**src/rtl/esc_dec_pkg.sv**
```systemverilog
`timescale 1ns/1ps
package esc_dec_pkg;
  localparam logic [7:0] BYTE_SOP    = 8'h7A;
  localparam logic [7:0] BYTE_EOP    = 8'h7B;
  localparam logic [7:0] BYTE_CHAN   = 8'h7C;
  localparam logic [7:0] BYTE_PESC   = 8'h7D;
  localparam logic [7:0] BYTE_IDLE   = 8'h4A;
  localparam logic [7:0] BYTE_XESC   = 8'h4D;
  localparam logic [7:0] UNESC_MASK  = 8'h20;

  typedef enum logic [2:0] {
    KIND_DATA, KIND_IDLE, KIND_SOP, KIND_EOP, KIND_CHAN, KIND_ESC
  } byte_kind_e;

  typedef struct packed {
    logic active;   // inside an accepted packet
    logic esc;      // escape pending
    logic eop;      // end marker seen
    logic chp;      // channel number pending
    logic first;    // next data byte is first
  } frame_state_t;
endpackage

```
**src/rtl/esc_byte_classify.sv**
```systemverilog
`timescale 1ns/1ps
module esc_byte_classify
  import esc_dec_pkg::*;
(
  input  logic [7:0]  byte_i,
  output byte_kind_e  kind_o
);
  always_comb begin
    case (byte_i)
      BYTE_IDLE:            kind_o = KIND_IDLE;
      BYTE_SOP:             kind_o = KIND_SOP;
      BYTE_EOP:             kind_o = KIND_EOP;
      BYTE_CHAN:            kind_o = KIND_CHAN;
      BYTE_PESC, BYTE_XESC: kind_o = KIND_ESC;
      default:              kind_o = KIND_DATA;
    endcase
  end
endmodule

```
**src/rtl/esc_frame_ctrl.sv**
```systemverilog
`timescale 1ns/1ps
module esc_frame_ctrl
  import esc_dec_pkg::*;
#(
  parameter int MAX_CHAN = 0,
  parameter int CHAN_W   = 1
) (
  input  logic              clk_i,
  input  logic              rst_ni,
  input  logic              valid_i,
  input  logic [7:0]        byte_i,
  input  byte_kind_e        kind_i,
  output logic              emit_o,
  output logic [7:0]        emit_data_o,
  output logic              emit_sop_o,
  output logic              emit_eop_o,
  output logic [CHAN_W-1:0] chan_o,
  output logic              err_o
);
  frame_state_t st_q, st_d;
  logic              err_q, err_d;
  logic [CHAN_W-1:0] chan_q, chan_d;
  logic              fail;

  always_comb begin
    st_d        = st_q;
    err_d       = err_q;
    chan_d      = chan_q;
    fail        = 1'b0;
    emit_o      = 1'b0;
    emit_data_o = byte_i;
    emit_sop_o  = 1'b0;
    emit_eop_o  = 1'b0;
    if (valid_i) begin
      if (kind_i == KIND_SOP) begin
        st_d   = '{active: 1'b1, esc: 1'b0, eop: 1'b0, chp: 1'b0, first: 1'b1};
        err_d  = 1'b0;
        chan_d = '0;
      end else if (st_q.active && kind_i != KIND_IDLE) begin
        if (st_q.chp) begin
          st_d.chp = 1'b0;
          if (int'(byte_i) > MAX_CHAN) fail = 1'b1;
          else chan_d = byte_i[CHAN_W-1:0];
        end else begin
          case (kind_i)
            KIND_EOP: begin
              if (st_q.esc || st_q.eop) fail = 1'b1;
              else st_d.eop = 1'b1;
            end
            KIND_CHAN: begin
              if (st_q.esc || st_q.eop) fail = 1'b1;
              else st_d.chp = 1'b1;
            end
            KIND_ESC: begin
              if (st_q.esc) fail = 1'b1;
              else st_d.esc = 1'b1;
            end
            default: begin
              emit_o      = 1'b1;
              emit_data_o = st_q.esc ? (byte_i ^ UNESC_MASK) : byte_i;
              emit_sop_o  = st_q.first;
              emit_eop_o  = st_q.eop;
              st_d.esc    = 1'b0;
              st_d.first  = 1'b0;
              if (st_q.eop) st_d.active = 1'b0;
            end
          endcase
        end
        if (fail) begin
          err_d       = 1'b1;
          st_d.active = 1'b0;
        end
      end
    end
  end

  always_ff @(posedge clk_i or negedge rst_ni) begin
    if (!rst_ni) begin
      st_q   <= '0;
      err_q  <= 1'b0;
      chan_q <= '0;
    end else begin
      st_q   <= st_d;
      err_q  <= err_d;
      chan_q <= chan_d;
    end
  end

  assign chan_o = chan_q;
  assign err_o  = err_q;
endmodule

```
**src/rtl/esc_out_stage.sv**
```systemverilog
`timescale 1ns/1ps
module esc_out_stage #(
  parameter int DATA_W = 8
) (
  input  logic              clk_i,
  input  logic              rst_ni,
  input  logic              valid_i,
  input  logic [DATA_W-1:0] data_i,
  input  logic              sop_i,
  input  logic              eop_i,
  output logic              valid_o,
  output logic [DATA_W-1:0] data_o,
  output logic              sop_o,
  output logic              eop_o
);
  always_ff @(posedge clk_i or negedge rst_ni) begin
    if (!rst_ni) begin
      valid_o <= 1'b0;
      data_o  <= '0;
      sop_o   <= 1'b0;
      eop_o   <= 1'b0;
    end else begin
      valid_o <= valid_i;
      sop_o   <= valid_i & sop_i;
      eop_o   <= valid_i & eop_i;
      if (valid_i) data_o <= data_i;
    end
  end
endmodule

```
**src/rtl/esc_stream_decoder.sv**
```systemverilog
`timescale 1ns/1ps
module esc_stream_decoder
  import esc_dec_pkg::*;
#(
  parameter int MAX_CHAN = 0,
  localparam int CHAN_W  = (MAX_CHAN < 1) ? 1 : $clog2(MAX_CHAN + 1)
) (
  input  logic              clk_i,
  input  logic              rst_ni,
  input  logic              in_valid_i,
  input  logic [7:0]        in_byte_i,
  output logic              out_valid_o,
  output logic [7:0]        out_data_o,
  output logic              out_sop_o,
  output logic              out_eop_o,
  output logic [CHAN_W-1:0] out_chan_o,
  output logic              err_o
);
  byte_kind_e kind;
  logic       emit, emit_sop, emit_eop;
  logic [7:0] emit_data;

  esc_byte_classify i_classify (
    .byte_i (in_byte_i),
    .kind_o (kind)
  );

  esc_frame_ctrl #(.MAX_CHAN(MAX_CHAN), .CHAN_W(CHAN_W)) i_ctrl (
    .clk_i       (clk_i),
    .rst_ni      (rst_ni),
    .valid_i     (in_valid_i),
    .byte_i      (in_byte_i),
    .kind_i      (kind),
    .emit_o      (emit),
    .emit_data_o (emit_data),
    .emit_sop_o  (emit_sop),
    .emit_eop_o  (emit_eop),
    .chan_o      (out_chan_o),
    .err_o       (err_o)
  );

  esc_out_stage #(.DATA_W(8)) i_out (
    .clk_i   (clk_i),
    .rst_ni  (rst_ni),
    .valid_i (emit),
    .data_i  (emit_data),
    .sop_i   (emit_sop),
    .eop_i   (emit_eop),
    .valid_o (out_valid_o),
    .data_o  (out_data_o),
    .sop_o   (out_sop_o),
    .eop_o   (out_eop_o)
  );
endmodule

```
**config.mk**
```make
export PLATFORM = sky130hd
export DESIGN_NAME = esc_stream_decoder
export DESIGN_NICKNAME = d
export VERILOG_FILES = /design/src/rtl/esc_dec_pkg.sv /design/src/rtl/esc_byte_classify.sv /design/src/rtl/esc_frame_ctrl.sv /design/src/rtl/esc_out_stage.sv /design/src/rtl/esc_stream_decoder.sv
export SDC_FILE = /design/constraint.sdc
export NUM_CORES = 1
export LEC_CHECK = 0
export BUFFER_PORTS_ARGS = -buffer_cell sky130_fd_sc_hd__buf_4
export CAP_MARGIN = 20
export CORE_MARGIN = 2
export CORE_UTILIZATION = 57
export CTS_CLUSTER_SIZE = 12
export DETAILED_ROUTE_END_ITERATION = 10
export PLACE_DENSITY_LB_ADDON = 0.12
export SLEW_MARGIN = 0
export SYNTH_ARGS = -nofsm -noshare
export SYNTH_HDL_FRONTEND = slang
export SYNTH_HIERARCHICAL = 1
export SYNTH_SLANG_ARGS = --single-unit
export TNS_END_PERCENT = 1
```
**constraint.sdc**
```tcl
create_clock -name clk_i -period 2.2 [get_ports clk_i]
set_input_delay 0.33 -clock clk_i [delete_from_list [all_inputs] [get_ports clk_i]]
set_output_delay 0.33 -clock clk_i [all_outputs]
set_load 0.02 [all_outputs]
```
==> results.py, run 1 <==
metrics = {
    "routing": {
        "drc": 0,
        "ant_nets": 0,
        "viasPerCell": 5.60,
        "drtPass1Iterations": 4,
        "num_vias": 862,
        "finalWirelength_um": 2150,
        "drt_first_iter_violations": 40,
        "wl_per_cell_um": 14.0,
    },
    "logic_synthesis": {
        "synthesis.area_um2": 1090,
        "yosysUniqueCellTypes": 34,
        "yosys_warnings": 6,
        "synth_common_cells": "dfrtp_1, mux2_4, o21ai_0, a21oi_1, buf_4",
        "ys_seq_area_share_pct": 41.2,
        "synth_ff_type": "dfrtp_1",
        "yosysTopAreaCell": "dfrtp_1",
        "avgSynthCellArea_um2": 10.6,
        "synthTopCellsByArea": "dfrtp_1, mux2_4, buf_4",
        "syn-num-nets": 114,
        "synth_edf_count": 0,
        "syn_inst": 103,
        "yosys.cell_count.top_type": "dfrtp_1",
        "synthArstFlopShare_pct": 100,
        "ys_seq_elements": 18,
        "synth_top_area_share_pct": 41.2,
    },
    "global_route": {
        "grtUsageTotal_pct": 22.2,
        "grt_overflow": 0,
        "grt_antenna_before_repair": 0,
        "grt_pass1_vias": 763,
        "grt_max_degree": 19,
        "grt_pass1_wl_um": 3480,
    },
    "die": {
        "die_h_um": 47.8,
        "coreArea_um2": 1760,
        "dieArea_um2": 2280,
        "ios": 24,
        "row_count": 15,
        "die_w_um": 47.8,
        "start_util_pct": 62.0,
    },
    "layout": {
        "antennaDiodeCount": 0,
        "final_area_um2": 1320,
        "layout.nets": 141,
        "area.growth.synth_to_final_pct": 20.8,
        "nFillCells": 135,
        "drive_above_1_share_pct": 43.4,
    },
    "timing": {
        "worst_pin_slew_ns": 0.367,
        "slew_headroom_pct": 75.3,
        "skew_ns": 0.000542,
        "finalSetupViolCount": 0,
        "finalSetupTns_ns": 0,
        "rsz0062_at_grt": "false",
        "min_period_over_period_pct": 84.5,
        "drv_slew": 0,
        "fmax_mhz": 538,
        "min_period_ns": 1.86,
        "final_hold_viol_count": 0,
    },
    "clock_network": {
        "clock_sinks": 18,
        "cts_max_path_buffers": 2,
        "cts-root-buf": "clkbuf_4",
        "tritoncts": "yes",
        "cts_buffers": 3,
        "htreeDepth": 1,
        "clk_latency_ns": 0.29,
        "clkTransAtPathRegs_ns": 0.10,
    },
    "place": {
        "port_buffers": 23,
        "dp_hpwl_um": 1560,
        "place_congestion": 0.798,
        "dpl_cell_area_um2": 1270,
    },
    "critical_path": {
        "worstPathArrival_ns": 2.05,
        "path_max_fanout": 9,
        "critPathKind": "in -> reg",
        "worstPathRequired_ns": 2.39,
        "cp-start-kind": "input port",
        "worstSetupEndpointType": "flop",
    },
    "power_and_ir_drop": {
        "cellPowerDensity_nw_per_um2": 946,
        "p_leak_nw": 0.605,
        "total_power_w": 0.00125,
        "irDropWorstVdd_mv": 0.572,
    },
    "run": {
        "max-cap-violations": 0,
    },
    "outcome": {
        "status": "finished clean",
    },
    "hold_path": {
        "hold_path.class": "in -> reg",
    },
}
-- cell families after synthesis --
logic type,Yosys count,share of synthesized area [%]
AO/OA/AOI/OAI,23,13.6
XOR/XNOR,2,1.60
buffers and inverters,15,8.92
AND/OR/NAND/NOR,37,23.7
flip-flops,18,41.2
multiplexers,8,11.0
-- sequential cells by signal (all words and copies together), names as in the netlist --
name	flops
i_ctrl/st_q	5
i_out/eop_o	1
i_ctrl/chan_o	1
i_out/data_o	8
i_out/valid_o	1
i_ctrl/err_o	1
i_out/sop_o	1
-- cell usage in the layout, fill, tap and decap left out, drive strengths merged, types with 3 or more instances in the layout --
cell and n:
a21oi 7, mux2 8, buf 30, inv 6
nor2 6, nor3 5, o21ai 8, dfrtp 18
clkbuf 4, and2 5, nor2b 3, nand2 6
-- metrics by stage --
stage	hold slack, ns	std cells	setup slack (ns)	util, %
detailed placement	0.208	149	0.0353	72.3
global placement	0.205	149	0.0633	72.3
finish	0.245	154	0.341	74.9
global route	0.247	154	0.224	74.9
floorplan	0.0344	103	0.143	-
CTS	0.234	154	0.337	74.9
-- final timing paths --
path	start	endpoint	slack [ns]	cells past startpoint
worst max-delay path	in_byte_i[4]	i_out/data_o[2]$_DFFE_PN0P_	0.34	9
worst min-delay path	in_valid_i	i_ctrl/st_q[2]$_DFFE_PN0P_	0.25	2
worst max register to register	i_ctrl/st_q[1]$_DFFE_PN0P_	i_out/data_o[2]$_DFFE_PN0P_	0.68	5
worst min register to register	i_ctrl/chan_o$_DFFE_PN0P_	i_ctrl/chan_o$_DFFE_PN0P_	0.50	1
max in group asynchronous	rst_ni	i_out/data_o[7]$_DFFE_PN0P_	1.59	2
min in group asynchronous	rst_ni	i_ctrl/st_q[0]$_DFFE_PN0P_	0.43	2
-- layer usage --
layer | track usage [%] | routed length (µm) | share of wire [%]
met5 | 0 | 0 | 0
met4 | 11.4 | 21 | 0.98
met3 | 3.40 | 113 | 5.3
met2 | 33.1 | 1020 | 47
met1 | 31.2 | 1000 | 47
-- area by class of cell --
class	instances	area, µm²	area share, %
multi-input combinational	70	546	41.3
sequential	18	450	34.1
timing repair buffer	31	235	17.8
clock buffer	4	36.3	2.75
tap	25	31.3	2.37
inverter	6	22.5	1.70
-- what timing repair did --
item	in CTS	in global routing
setup buffers	0	0
gates resized for setup	0	0
hold endpoints to repair	18	0
hold buffers	1	0
-- worst max-delay path, cell delays in order --
cell       delay [ns]
buf_4            0.14
nor2_1           0.08
nand2_1          0.07
a2111oi_2        0.41
buf_4            0.24
a21oi_1          0.09
nor2_1           0.18
buf_4            0.20
mux2_4           0.31
-- power by group --
group	internal, W	total (W)	switching [W]
Clock	0.000101	0.000205	0.000104
Sequential	0.000439	0.000521	0.0000813
Combinational	0.000273	0.000525	0.000252
Power figures use the tool's default switching activity.
==> run 2, diff against run 1 <==
--- a/config.mk
+++ b/config.mk
@@ -8,7 +8,7 @@
 export BUFFER_PORTS_ARGS = -buffer_cell sky130_fd_sc_hd__buf_4
 export CAP_MARGIN = 20
 export CORE_MARGIN = 2
-export CORE_UTILIZATION = 57
+export CORE_UTILIZATION = 47
 export CTS_CLUSTER_SIZE = 12
 export DETAILED_ROUTE_END_ITERATION = 10
 export PLACE_DENSITY_LB_ADDON = 0.12
==> constraint.sdc (replaced) <==
create_clock -name clk_i -period 1.6 [get_ports clk_i]
set_input_delay 0.24 -clock clk_i [delete_from_list [all_inputs] [get_ports clk_i]]
set_output_delay 0.24 -clock clk_i [all_outputs]
set_load 0.02 [all_outputs]
==> run 2 against run 1 <==
Against the previous run: the flow now finishes with violations (negative setup slack); sequential cell count stayed put; global-route usage down 1.6 points; first-iteration DRC count shrank 70%; clock skew up 0.0094 ns; total power grew 45%; critical endpoint is now i_ctrl/err_o$_DFFE_PN0P_; largest cell class unchanged; largest power group unchanged.
==> results.py, run 2 (synthesized netlist as in run 1, its figures left out) <==
metrics = {
    "outcome": {
        "violations": "negative setup slack",
        "status": "finished, violations left",
    },
    "layout": {
        "antennaDiodeCount": 0,
        "layout.nets": 164,
        "final_area_um2": 1590,
        "area.growth.synth_to_final_pct": 45.4,
        "largest_register_ff_count": 8,
        "final_common_cell": "buf_4",
        "drive_above_1_share_pct": 56.6,
        "utilization_pct": 71.9,
        "layout_common_cells": "buf_4, dfrtp_1, buf_6",
        "reg.largest.list": "i_out/data_o x8, i_ctrl/st_q x5",
        "top_register": "i_out/data_o",
        "nFillCells": 181,
    },
    "place": {
        "place_congestion": 0.872,
        "port_buffers": 23,
        "dp_hpwl_um": 1830,
        "dpl_cell_area_um2": 1430,
    },
    "timing": {
        "final_hold_viol_count": 0,
        "min_period_ns": 1.72,
        "finalSetupViolCount": 11,
        "skew_ns": 0.00993,
        "drv_slew": 0,
        "min_period_over_period_pct": 107,
        "slew_headroom_pct": 76.3,
        "rsz0062_at_grt": "true",
        "finalWorstSetupSlack_ns": -0.116,
        "worst_pin_slew_ns": 0.355,
        "holdWs_ns": 0.260,
        "fmax_mhz": 583,
    },
    "global_route": {
        "grt_pass1_wl_um": 4080,
        "grtUsageTotal_pct": 20.7,
        "grt_max_degree": 19,
        "grt_antenna_before_repair": 0,
        "grt_overflow": 0,
        "grt_pass1_vias": 916,
    },
    "routing": {
        "drc": 0,
        "ant_nets": 0,
        "finalWirelength_um": 2450,
        "num_vias": 923,
        "viasPerCell": 5.13,
        "wl_per_cell_um": 13.6,
        "drt_first_iter_violations": 12,
        "drtPass1Iterations": 4,
    },
    "clock_network": {
        "cts_buffers": 3,
        "htreeDepth": 1,
        "cts-root-buf": "clkbuf_4",
        "cts_max_path_buffers": 2,
        "clock_sinks": 18,
        "clk_latency_ns": 0.29,
        "clkTransAtPathRegs_ns": 0.10,
        "tritoncts": "yes",
    },
    "die": {
        "coreArea_um2": 2210,
        "die_h_um": 52.2,
        "start_util_pct": 49.4,
        "row_count": 17,
        "die_w_um": 52.2,
        "dieArea_um2": 2730,
        "ios": 24,
    },
    "critical_path": {
        "worstPathArrival_ns": 1.90,
        "slowest_stage": "a2111oi_4",
        "cp.depth": 10,
        "critical_path.startpoint": "in_byte_i[7]",
        "cp-start-kind": "input port",
        "crit_top_cell": "buf_6",
        "path_cells": "buf_6 -> nand3b_1 -> a2111oi_4 -> buf_4 -> buf_6 -> nor2b_4 -> o211ai_1 -> o311a_4 -> nor3b_2 -> o21a_1",
        "cp_top_family": "compound AO/OA/AOI/OAI gates",
        "worstSetupEndpointType": "flop",
        "rrSetupSlack_ns": 0.10,
        "worstPathRequired_ns": 1.78,
        "r2r_end": "i_out/data_o[5]$_DFFE_PN0P_",
        "critPathCapture": "i_ctrl/err_o$_DFFE_PN0P_",
        "worstRegToRegCells": 6,
        "cpPeakStageDelay_ns": 0.34,
        "reg2reg_from": "i_ctrl/st_q[1]$_DFFE_PN0P_",
        "critPathKind": "in -> reg",
        "crit_buf_inv": 3,
        "path_max_fanout": 5,
    },
    "hold_path": {
        "hold_path.class": "in -> reg",
    },
    "power_and_ir_drop": {
        "total_power_w": 0.00181,
        "irDropWorstVdd_mv": 0.837,
        "cellPowerDensity_nw_per_um2": 1140,
        "p_leak_nw": 0.741,
    },
    "run": {
        "max-cap-violations": 0,
    },
}
-- run 2: cell count changes in the layout (fill, tap and decap cells not counted), moves of 2 or more --
cell,before,now
buf_4,30,44
nand2_1,6,4
nor2_4,0,2
o21ai_1,0,4
nor2_1,6,4
nand2_2,0,2
buf_6,0,9
o21ai_0,8,4
-- run 2: repair_timing --
item,CTS,global route
hold buffers,1,0
gates cloned,0,0
hold endpoints to repair,18,0
setup endpoints to repair,18,17
pin swaps,11,4
gates resized for setup,17,3
buffers inserted,8,0
-- run 2: power breakdown --
group | switching [W] | internal (W) | total, W
Clock | 0.000141 | 0.000138 | 0.000279
Sequential | 0.000102 | 0.000604 | 0.000706
Combinational | 0.000377 | 0.000450 | 0.000827
Total | 0.000620 | 0.00119 | 0.00181
-- run 2: cell type report --
type,instances,area [µm²],share of cell area [%]
clock buffer,4,36.3,2.28
inverter,6,22.5,1.42
multi-input combinational,70,604,38.0
sequential,18,450,28.3
tap,28,35.0,2.20
timing repair buffer,54,442,27.8
-- run 2: through the flow --
step	setup WS (ns)	TNS, ns	instances
detailed placement	-0.728	-8.55	167
CTS	-0.0976	-0.263	180
finish	-0.116	-0.282	180
floorplan	-0.122	-1.22	103
global route	-0.195	-1.70	180
global placement	-0.655	-7.55	167
-- run 2: worst min-delay path, cell delays in order --
cell	delay, ns
buf_4	0.09
buf_4	0.12
a21oi_1	0.06
-- run 2: per-layer routing --
layer	track usage, %	up-vias	wire length, µm	share of wire (%)
met5	0	-	0	0
met4	8.97	0	50	2.0
met3	2.57	6	73	3.0
met2	35.0	17	1250	51
met1	26.4	444	1080	44
li1	-	456	-	-
-- run 2: worst min-delay path by stage --
stage	startpoint	endpoint	slack, ns	depth (start not counted)
2_1_floorplan	rst_ni	i_ctrl/chan_o$_DFFE_PN0P_	-0.06	0
3_3_place_gp	rst_ni	i_out/data_o[4]$_DFFE_PN0P_	0.12	1
3_5_place_dp	rst_ni	i_out/data_o[4]$_DFFE_PN0P_	0.12	1
4_1_cts	in_valid_i	i_ctrl/st_q[2]$_DFFE_PN0P_	0.24	3
5_1_grt	in_byte_i[7]	i_out/data_o[7]$_DFFE_PN0P_	0.26	3
6_report	in_valid_i	i_ctrl/st_q[2]$_DFFE_PN0P_	0.26	3
==> run 3, diff against run 2 <==
--- a/config.mk
+++ b/config.mk
@@ -5,7 +5,8 @@
 export SDC_FILE = /design/constraint.sdc
 export NUM_CORES = 1
 export LEC_CHECK = 0
-export BUFFER_PORTS_ARGS = -buffer_cell sky130_fd_sc_hd__buf_4
+export ABC_AREA = 1
+export BUFFER_PORTS_ARGS = -buffer_cell sky130_fd_sc_hd__buf_2
 export CAP_MARGIN = 20
 export CORE_MARGIN = 2
 export CORE_UTILIZATION = 47
==> run 3 against run 2 <==
Against the previous run: the run now ends clean; global-route usage decreased by 1.9 points; clock power is 25% lower; critical endpoint is now i_out/data_o[2]$_DFFE_PN0P_; register-to-register slack better by 0.26 ns; die area shrank 0.84%; critical path depth up 5; clock skew down 0.0070 ns; fmax up 19%; clock-buffer cell count shrank 1; via count increased by 7.5%; combinational power shrank 29%.
==> results.py, run 3 <==
metrics = {
    "timing": {
        "rsz0062_at_grt": "true",
        "min_period_ns": 1.44,
        "finalSetupViolCount": 0,
        "slew_headroom_pct": 74.7,
        "fmax_mhz": 695,
        "final_hold_viol_count": 0,
        "min_period_over_period_pct": 90.0,
        "drv_slew": 0,
        "worst_pin_slew_ns": 0.380,
        "finalWorstSetupSlack_ns": 0.160,
        "skew_ns": 0.00288,
        "finalSetupTns_ns": 0,
    },
    "die": {
        "dieArea_um2": 2710,
        "die_h_um": 52.0,
        "die_w_um": 52.0,
        "row_count": 17,
        "ios": 24,
        "coreArea_um2": 2190,
        "start_util_pct": 49.5,
    },
    "critical_path": {
        "cp-start-kind": "input port",
        "reg2reg_from": "i_ctrl/st_q[1]$_DFFE_PN0P_",
        "worstRegToRegCells": 8,
        "path_cells": "buf_2 -> inv_1 -> nor2_4 -> nand2_2 -> a211oi_2 -> buf_4 -> inv_2 -> nand3_1 -> nand2_2 -> nor2_2 -> nand2_2 -> inv_1 -> buf_4 -> nand2_1 -> nand2_1",
        "slowest_stage": "buf_4",
        "cp.depth": 15,
        "rrSetupSlack_ns": 0.36,
        "r2r_end": "i_out/data_o[2]$_DFFE_PN0P_",
        "worstSetupEndpointType": "flop",
        "worstPathArrival_ns": 1.66,
        "worstPathRequired_ns": 1.82,
        "path_max_fanout": 8,
        "cpPeakStageDelay_ns": 0.17,
        "crit_top_cell": "nand2_2",
        "cp_top_family": "simple AND/OR/NAND/NOR gates",
        "crit_buf_inv": 6,
        "critPathKind": "in -> reg",
    },
    "global_route": {
        "grt_antenna_before_repair": 0,
        "grtUsageTotal_pct": 18.7,
        "grt_pass1_vias": 961,
        "grt_pass1_wl_um": 3910,
        "grt_overflow": 0,
        "grt_max_degree": 19,
    },
    "layout": {
        "area.growth.synth_to_final_pct": 24.9,
        "antennaDiodeCount": 0,
        "layout.nets": 205,
        "final_cells": 220,
        "largest_register_ff_count": 8,
        "final_common_cell": "nand2_1",
        "final_area_um2": 1350,
        "drive_above_1_share_pct": 32.3,
        "layout_common_cells": "nand2_1, buf_2, inv_1",
        "top_register": "i_out/data_o",
        "reg.largest.list": "i_out/data_o x8, i_ctrl/st_q x5",
        "utilization_pct": 61.8,
    },
    "logic_synthesis": {
        "syn_inst": 155,
        "synth_edf_count": 0,
        "ys_seq_area_share_pct": 41.6,
        "yosysTopAreaCell": "dfrtp_1",
        "avgSynthCellArea_um2": 6.99,
        "syn-num-nets": 166,
        "synthTopCellsByArea": "dfrtp_1, nand2_1, inv_1",
        "yosys_warnings": 6,
        "synth-simple-area-share_pct": 37.0,
        "yosys.cell_count.top_type": "nand2_1",
        "synth_xor_area_share_pct": 0.808,
        "synth_mux_area_share_pct": 0,
        "synth_compound_area_share_pct": 6.12,
        "synthArstFlopShare_pct": 100,
        "ys_seq_elements": 18,
        "synth_common_cells": "nand2_1, inv_1, dfrtp_1, nor2_1, nand3_1",
        "synth_ff_type": "dfrtp_1",
        "synth_top_area_share_pct": 41.6,
        "synthAdderAreaFrac_pct": 0,
        "synthesis.area_um2": 1080,
        "yosysUniqueCellTypes": 19,
        "synth_top_family_by_area": "simple AND/OR/NAND/NOR gates",
    },
    "clock_network": {
        "cts_buffers": 3,
        "tritoncts": "yes",
        "cts-root-buf": "clkbuf_4",
        "cts_max_path_buffers": 2,
        "htreeDepth": 1,
        "clkTransAtPathRegs_ns": 0.09,
        "clk_latency_ns": 0.28,
        "clock_sinks": 18,
    },
    "routing": {
        "drc": 0,
        "viasPerCell": 4.51,
        "drtPass1Iterations": 4,
        "finalWirelength_um": 2200,
        "wl_per_cell_um": 10.0,
        "num_vias": 992,
        "drt_first_iter_violations": 9,
        "ant_nets": 0,
    },
    "place": {
        "place_congestion": 0.874,
        "pre_cts_slack_ns": -0.196,
        "dp_hpwl_um": 1800,
        "dpl_cell_area_um2": 1300,
        "port_buffers": 23,
        "place_inst": 215,
    },
    "hold_path": {
        "hold_end": "i_out/data_o[6]$_DFFE_PN0P_",
        "hold_path.class": "in -> reg",
        "hold_depth": 4,
        "min-delay-start": "in_byte_i[6]",
    },
    "power_and_ir_drop": {
        "p_leak_nw": 0.811,
        "irDropWorstVdd_mv": 0.595,
        "cellPowerDensity_nw_per_um2": 1090,
    },
    "run": {
        "max-cap-violations": 0,
    },
    "outcome": {
        "status": "finished clean",
    },
}
==> run 3: cell count changes after synthesis, moves of 4 or more <==
| cell | change |
|---|---|
| a21oi_1 | -5 |
| inv_1 | +16 |
| inv_2 | +4 |
| mux2_4 | -8 |
| nand2_1 | +47 |
| nand2_2 | +5 |
| nand3_1 | +9 |
| nor2_1 | +9 |
| o21ai_0 | -4 |
==> run 3: how the worst max path moves through the flow <==
stage,from,to
2_1_floorplan,in_byte_i[6],i_out/data_o[5]$_DFFE_PN0P_
3_3_place_gp,in_byte_i[6],i_ctrl/st_q[4]$_DFFE_PN0P_
3_5_place_dp,in_byte_i[4],i_ctrl/st_q[4]$_DFFE_PN0P_
4_1_cts,in_byte_i[4],i_ctrl/st_q[4]$_DFFE_PN0P_
5_1_grt,in_byte_i[6],i_ctrl/st_q[4]$_DFFE_PN0P_
6_report,in_byte_i[6],i_out/data_o[2]$_DFFE_PN0P_
==> run 3: final cells by class <==
type,count,area [µm²]
repair buffers,42,260
flip-flops and latches,18,450
multi-input cells,103,488
fillers,207,837
inverters,26,97.6
well taps,28,35.0
clock buffers,3,22.5
==> run 3: power by group <==
group	switching (W)	internal (W)
Combinational	0.000365	0.000220
Sequential	0.0000852	0.000595
Clock	0.000123	0.0000872
==> run 3: worst reg2reg max path, stage by stage (launching register included) <==
cell     delay, ns
dfrtp_1       0.43
inv_1         0.13
nand2_2       0.07
nor2_2        0.11
nand2_2       0.07
inv_1         0.10
buf_4         0.15
nand2_1       0.06
nand2_1       0.06
==> run 3: logic make-up (layout without fill, tap and decap cells) <==
kind of cell           after synthesis  in the layout
buffers and inverters               34             71
flip-flops                          18             18
AO/OA/AOI/OAI                       10             10
AND/OR/NAND/NOR                     92             92
XOR/XNOR                             1              1
==> run 3: metrics by stage <==
step | hold WS (ns) | total power [W]
2_1_floorplan | -0.0556 | 0.00106
3_3_place_gp | 0.180 | 0.00126
3_5_place_dp | 0.186 | 0.00127
4_1_cts | 0.280 | 0.00149
5_1_grt | 0.306 | 0.00159
6_report | 0.287 | 0.00147
==> run 3: per-layer routing <==
layer	up-vias	GRT usage [%]	routed length, µm
li1	539	-	-
met1	440	25.4	1100
met2	13	31.4	1050
met3	0	1.15	54
met4	0	6.58	0
met5	-	0	0
==> run 3: repair_timing <==
action                                  in CTS  in global routing
resized for setup                            0                  3
hold endpoints to repair                    18                  0
buffers inserted                             0                  1
hold buffers                                 1                  0
endpoints found under the setup margin       0                 13
